$ cat config.mk
export PLATFORM = sky130hd
export DESIGN_NAME = wom_sequencer
export DESIGN_NICKNAME = d
export VERILOG_FILES = /design/src/rtl/wom_pkg.sv /design/src/rtl/wom_link_match.sv /design/src/rtl/wom_pick.sv /design/src/rtl/wom_sequencer.sv
export SDC_FILE = /design/constraint.sdc
export NUM_CORES = 2
export LEC_CHECK = 0
export BUFFER_PORTS_ARGS = -buffer_cell sky130_fd_sc_hd__buf_2
export CAP_MARGIN = 20
export CORE_MARGIN = 3
export CORE_UTILIZATION = 60
export CTS_CLUSTER_SIZE = 14
export DETAILED_ROUTE_END_ITERATION = 7
export PLACE_DENSITY = 0.78
export SLEW_MARGIN = 20
export SYNTH_ARGS = -nofsm -noshare
export SYNTH_HDL_FRONTEND = slang
export SYNTH_SLANG_ARGS = --single-unit
$ cat constraint.sdc
create_clock -name clk -period 5.3 [get_ports clk]
set_input_delay 1.06 -clock clk [delete_from_list [all_inputs] [get_ports clk]]
set_output_delay 1.06 -clock clk [all_outputs]
set_load 0.02 [all_outputs]
$ cat src/rtl/wom_pkg.sv
package wom_pkg;
    parameter int WAVE_W = 8;
    parameter int SEQ_W  = 6;
    parameter int ADDR_W = 16;
    parameter int DATA_W = 32;
    parameter int TAG_W  = 4;

    localparam logic [SEQ_W-1:0] SEQ_WILD  = '1;
    localparam logic [SEQ_W-1:0] SEQ_START = '0;

    typedef enum logic [1:0] {
        OP_LOAD  = 2'd0,
        OP_STORE = 2'd1,
        OP_NOP   = 2'd2,
        OP_NOP2  = 2'd3
    } op_e;

    typedef struct packed {
        op_e               op;
        logic [WAVE_W-1:0] wave;
        logic [SEQ_W-1:0]  seq;
        logic [SEQ_W-1:0]  pred;
        logic [SEQ_W-1:0]  succ;
        logic              eow;
        logic [ADDR_W-1:0] addr;
        logic [DATA_W-1:0] data;
        logic [TAG_W-1:0]  tag;
    } mreq_t;
endpackage

$ cat src/rtl/wom_link_match.sv
module wom_link_match
    import wom_pkg::*;
(
    input  logic              slot_vld,
    input  mreq_t             slot,
    input  logic [WAVE_W-1:0] cur_wave,
    input  logic [SEQ_W-1:0]  last_seq,
    input  logic [SEQ_W-1:0]  last_succ,
    output logic              hit
);
    logic by_pred;
    logic by_succ;

    always_comb begin
        by_pred = (slot.pred != SEQ_WILD) && (slot.pred == last_seq);
        by_succ = (last_succ != SEQ_WILD) && (slot.seq == last_succ);
        hit     = slot_vld && (slot.wave == cur_wave) && (by_pred || by_succ);
    end
endmodule

$ cat src/rtl/wom_pick.sv
module wom_pick #(
    parameter int N = 8,
    localparam int IW = (N > 1) ? $clog2(N) : 1
) (
    input  logic [N-1:0]  req,
    output logic          found,
    output logic [IW-1:0] idx
);
    always_comb begin
        found = 1'b0;
        idx   = '0;
        for (int i = N - 1; i >= 0; i--) begin
            if (req[i]) begin
                found = 1'b1;
                idx   = IW'(i);
            end
        end
    end
endmodule

$ cat src/rtl/wom_sequencer.sv
module wom_sequencer
    import wom_pkg::*;
#(
    parameter int DEPTH = 8,
    localparam int IW = (DEPTH > 1) ? $clog2(DEPTH) : 1
) (
    input  logic              clk,
    input  logic              rst_n,
    input  logic              in_valid,
    output logic              in_ready,
    input  logic [1:0]        in_op,
    input  logic [WAVE_W-1:0] in_wave,
    input  logic [SEQ_W-1:0]  in_seq,
    input  logic [SEQ_W-1:0]  in_pred,
    input  logic [SEQ_W-1:0]  in_succ,
    input  logic              in_eow,
    input  logic [ADDR_W-1:0] in_addr,
    input  logic [DATA_W-1:0] in_data,
    input  logic [TAG_W-1:0]  in_tag,
    output logic              mem_valid,
    input  logic              mem_ready,
    output logic              mem_is_store,
    output logic [ADDR_W-1:0] mem_addr,
    output logic [DATA_W-1:0] mem_data,
    output logic [TAG_W-1:0]  mem_tag
);
    typedef struct packed {
        logic [DEPTH-1:0]  vld;
        mreq_t [DEPTH-1:0] ent;
        logic [WAVE_W-1:0] wave;
        logic [SEQ_W-1:0]  last_seq;
        logic [SEQ_W-1:0]  last_succ;
    } state_t;

    state_t q, d;

    logic [DEPTH-1:0] hit;
    logic             sel_found, free_found;
    logic [IW-1:0]    sel_idx, free_idx;
    mreq_t            sel, incoming;
    logic             sel_nop, fire, accept;

    for (genvar g = 0; g < DEPTH; g++) begin : g_match
        wom_link_match u_match (
            .slot_vld (q.vld[g]),
            .slot     (q.ent[g]),
            .cur_wave (q.wave),
            .last_seq (q.last_seq),
            .last_succ(q.last_succ),
            .hit      (hit[g])
        );
    end

    wom_pick #(.N(DEPTH)) u_pick_issue (
        .req  (hit),
        .found(sel_found),
        .idx  (sel_idx)
    );

    wom_pick #(.N(DEPTH)) u_pick_free (
        .req  (~q.vld),
        .found(free_found),
        .idx  (free_idx)
    );

    always_comb begin
        incoming      = '0;
        incoming.op   = op_e'(in_op);
        incoming.wave = in_wave;
        incoming.seq  = in_seq;
        incoming.pred = in_pred;
        incoming.succ = in_succ;
        incoming.eow  = in_eow;
        incoming.addr = in_addr;
        incoming.data = in_data;
        incoming.tag  = in_tag;

        sel          = q.ent[sel_idx];
        sel_nop      = sel.op[1];
        mem_valid    = sel_found && !sel_nop;
        mem_is_store = (sel.op == OP_STORE);
        mem_addr     = sel.addr;
        mem_data     = sel.data;
        mem_tag      = sel.tag;
        fire         = sel_found && (sel_nop || mem_ready);

        in_ready = free_found;
        accept   = in_valid && free_found;

        d = q;
        if (fire) begin
            d.vld[sel_idx] = 1'b0;
            if (sel.eow) begin
                d.wave      = q.wave + 1'b1;
                d.last_seq  = SEQ_START;
                d.last_succ = SEQ_WILD;
            end else begin
                d.last_seq  = sel.seq;
                d.last_succ = sel.succ;
            end
        end
        if (accept) begin
            d.vld[free_idx] = 1'b1;
            d.ent[free_idx] = incoming;
        end
    end

    always_ff @(posedge clk) begin
        if (!rst_n) begin
            q.vld       <= '0;
            q.ent       <= '0;
            q.wave      <= '0;
            q.last_seq  <= SEQ_START;
            q.last_succ <= SEQ_WILD;
        end else begin
            q <= d;
        end
    end

    // a stalled request stays on the port unchanged
    p_hold_stall_r9: assert property (@(posedge clk) disable iff (!rst_n)
        (mem_valid && !mem_ready) |=> (mem_valid && $stable(mem_addr)
                                       && $stable(mem_data) && $stable(mem_tag)));

    // only the expected wave reaches memory
    p_wave_gate_r7: assert property (@(posedge clk) disable iff (!rst_n)
        mem_valid |-> (sel.wave == q.wave));

    // backpressure only when every entry is taken
    p_full_r8: assert property (@(posedge clk) disable iff (!rst_n)
        !in_ready |-> (&q.vld));

    // an accepted request with no issue grows occupancy by one
    p_occupancy_r8: assert property (@(posedge clk) disable iff (!rst_n)
        (accept && !fire) |=> ($countones(q.vld) == $past($countones(q.vld)) + 1));

    // well-formed links never make two entries eligible at once
    p_unique_r5: assert property (@(posedge clk) disable iff (!rst_n)
        $onehot0(hit));
endmodule

==> key figures <==
Run status
  • Status: finished, final reports clean

Synthesis
  • Post-synth ARST share: 0
  • Synth area leader: dfxtp_1
  • Number of synthesized flops with an enable pin: 0
  • Synth top area share: 0.451
  • Syn_area_per_cell: 7.41 um2
  • Post-Syn Nets: 4132
  • Netlist cell types: 77
  • Flops & latches, synth: 676
  • Top_reg_cell synth: dfxtp_1
  • YS warnings: 0
  • Gate Count Post-Synth: 4046
  • Mapped Area: 0.0300 mm2
  • Main area contributors after synthesis: dfxtp_1, nand2_1, a21oi_1, clkbuf_1, xnor2_1
  • Seq/Total Area, Yosys: 0.451

Global routing
  • Number of global-route vias before repair: 26.6k
  • Pin count of the biggest net entering global routing: 146
  • Total Routing Usage GR: 0.357
  • GR Overflow Total: 0
  • First-pass GRT wire length: 150000 um
  • Initial antenna violation count: 7

Floorplan
  • Die span in y: 230 um
  • Starting density of the core: 0.610
  • Row count: 81
  • Die area: 0.0527 mm2
  • Die Wd: 230 um
  • IO Pins: 140
  • Core Area: 0.0492 mm2

Placement
  • Placed cells: 4558
  • Dpl cell area: 0.0308 mm2
  • Setup WS pre-CTS: 0.358 ns
  • Placer Congestion: 1.00
  • Port Buffers: 139
  • Placed wire-length estimate: 57400 um

Power and ir drop
  • Lkg Pwr: 11.7 nW
  • Peak VDD IR: 0.227 mV
  • Power Dens Cells: 333 mW/mm2

Critical path
  • Worst Path Arrival: 4.17 ns
  • Critical Path RT: 4.24 ns
  • Crit start category: flip-flop
  • Buf/Inv on CP: 2
  • Reg-to-reg slack, setup: 1.20 ns
  • Worst Setup Path Type: flip-flop to output port
  • Top Family by Delay on Critical Path: simple AND/OR/NAND/NOR gates
  • Crit end category: output port
  • Critical Path Max Stage Delay: 0.72 ns
  • Worst path slowest cell: or4_1
  • Crit-path max FO: 7
  • Worst-path cell chain: nand2_1, or3_1, nand4_1, a21oi_2, or2_2, or4_1, nor2_1, buf_4, a221o_1, buf_2

Final layout
  • Commonest non-fill, non-tap cells in the layout: nand2_1, a21oi_1, dfxtp_1
  • Multi-input logic area: 0.0149 mm2
  • Most common cell after layout, fill and taps aside: nand2_1
  • # fillers: 4253
  • Seq. cell area: 0.0135 mm2
  • Share of cells above drive strength 1: 0.105
  • Syn-to-layout area delta: 11.2%
  • Fin util: 0.678
  • Layout Cells excl Fill: 4701
  • Layout Nets: 4065
  • Post-route cell area: 0.0333 mm2

Timing
  • Clk_skew: 0.0189 ns
  • Final TNS setup: 0 ns
  • Unrepaired setup endpoints after global routing: true
  • Fin crit share: 0.987
  • Final hold vios: 0
  • Slew margin rel.: 0.219
  • Fmax: 191 MHz
  • Final slew viol count: 0
  • Final worst path period need: 5.23 ns
  • Pin slew with the least headroom to its limit: 1.17 ns
  • Setup Viol. Count Final: 0
  • Setup WS post-layout: 0.0676 ns

Clock tree
  • H-tree lvl count: 3
  • Clock Sinks: 676
  • Clock Latency Late Sink: 0.63 ns
  • Total CTS buffers: 69
  • CTS tree: done
  • Root buf cell: clkbuf_16
  • Clock buffer depth: 3
  • Clock slew at reported path FFs: 0.06 ns

Route
  • DRT Pass-1 Iters: 6
  • DRT Wirelength: 97800 um
  • Post-route ant nets: 0
  • DR WL/cell: 20.8 um
  • DRC: 0
  • Routed vias: 28.6k
  • Drt first-iter violations: 3384
  • Post-DR vias/cell: 6.08

Flow run
  • Max-Cap Viols: 0

Hold path
  • HP Class: flip-flop to flip-flop
## path summary, 6_finish.rpt
check / from / end / cells past startpoint
worst max-delay path: q[3]$_SDFFE_PN1N_ / mem_data[25] / 10
worst max register to register: q[10]$_SDFFE_PN0N_ / q[6]$_SDFFE_PN0N_ / 12
worst min register to register: flip-flop / flip-flop / 2
worst min-delay path: flip-flop / flip-flop / 2
## area by class of cell
type	instances	area share
sequential	676	0.406
timing repair buffer	238	0.0503
inverter	10	0.00135
tap	664	0.0249
antenna	5	0.000375
clock buffer	96	0.0581
clock inverter	28	0.0117
multi-input combinational	2984	0.447
## worst min-delay path: stages, from the launching register on
cell and delay [ns]:
dfxtp_1 0.31, nand2_1 0.05, a21oi_1 0.05
## metal layers
layer / up-vias / share of wire / track usage
met4: 6 / 0.048 / 0.175
met1: 13308 / 0.38 / 0.459
li1: 13299 / - / -
met2: 1629 / 0.47 / 0.584
met3: 322 / 0.10 / 0.0597
met5: - / 0.00031 / 0
## where the power goes
group / internal [mW] / total (mW) / switching [mW]
sequential: 5.16 / 5.22 / 0.0594
clock: 2.93 / 5.05 / 2.12
combinational: 0.257 / 0.849 / 0.592
## synth_stat cells, types with 22 or more instances
cell type,number
buf_2,23
nand3_1,27
clkbuf_1,258
dfxtp_1,676
a222oi_1,44
or3_1,32
a21oi_1,774
xnor2_1,90
a22oi_1,25
nand2_1,1588
xor2_1,63
nor2_1,52
buf_4,83
nand4_1,22
nor3_1,28
## stage by stage
stage	hold slack [ns]	total power, mW
2_1_floorplan	0.431	5.88
3_3_place_gp	0.441	6.13
3_5_place_dp	0.446	6.13
4_1_cts	0.454	11.1
5_1_grt	0.466	11.4
6_report	0.453	11.1
## kinds of logic after synthesis
logic type	synth area share
buffers and inverters	0.0609
adders and majority gates	0.000417
muxes	0.00684
AOI/OAI and AO/OA	0.191
and+or+nand+nor	0.245
xor gates and xnor gates	0.0447
DFF	0.451
## repair_timing
| action | CTS | global route |
|---|---|---|
| resized for setup | 13 | 14 |
| cloned | 0 | 2 |
| setup endpoints to repair | 49 | 52 |
| pin swaps | 1 | 7 |
| hold buffers | 0 | 0 |
| hold endpoints to repair | 0 | 0 |
| setup buffers | 1 | 11 |
Power figures use the tool's default switching activity.
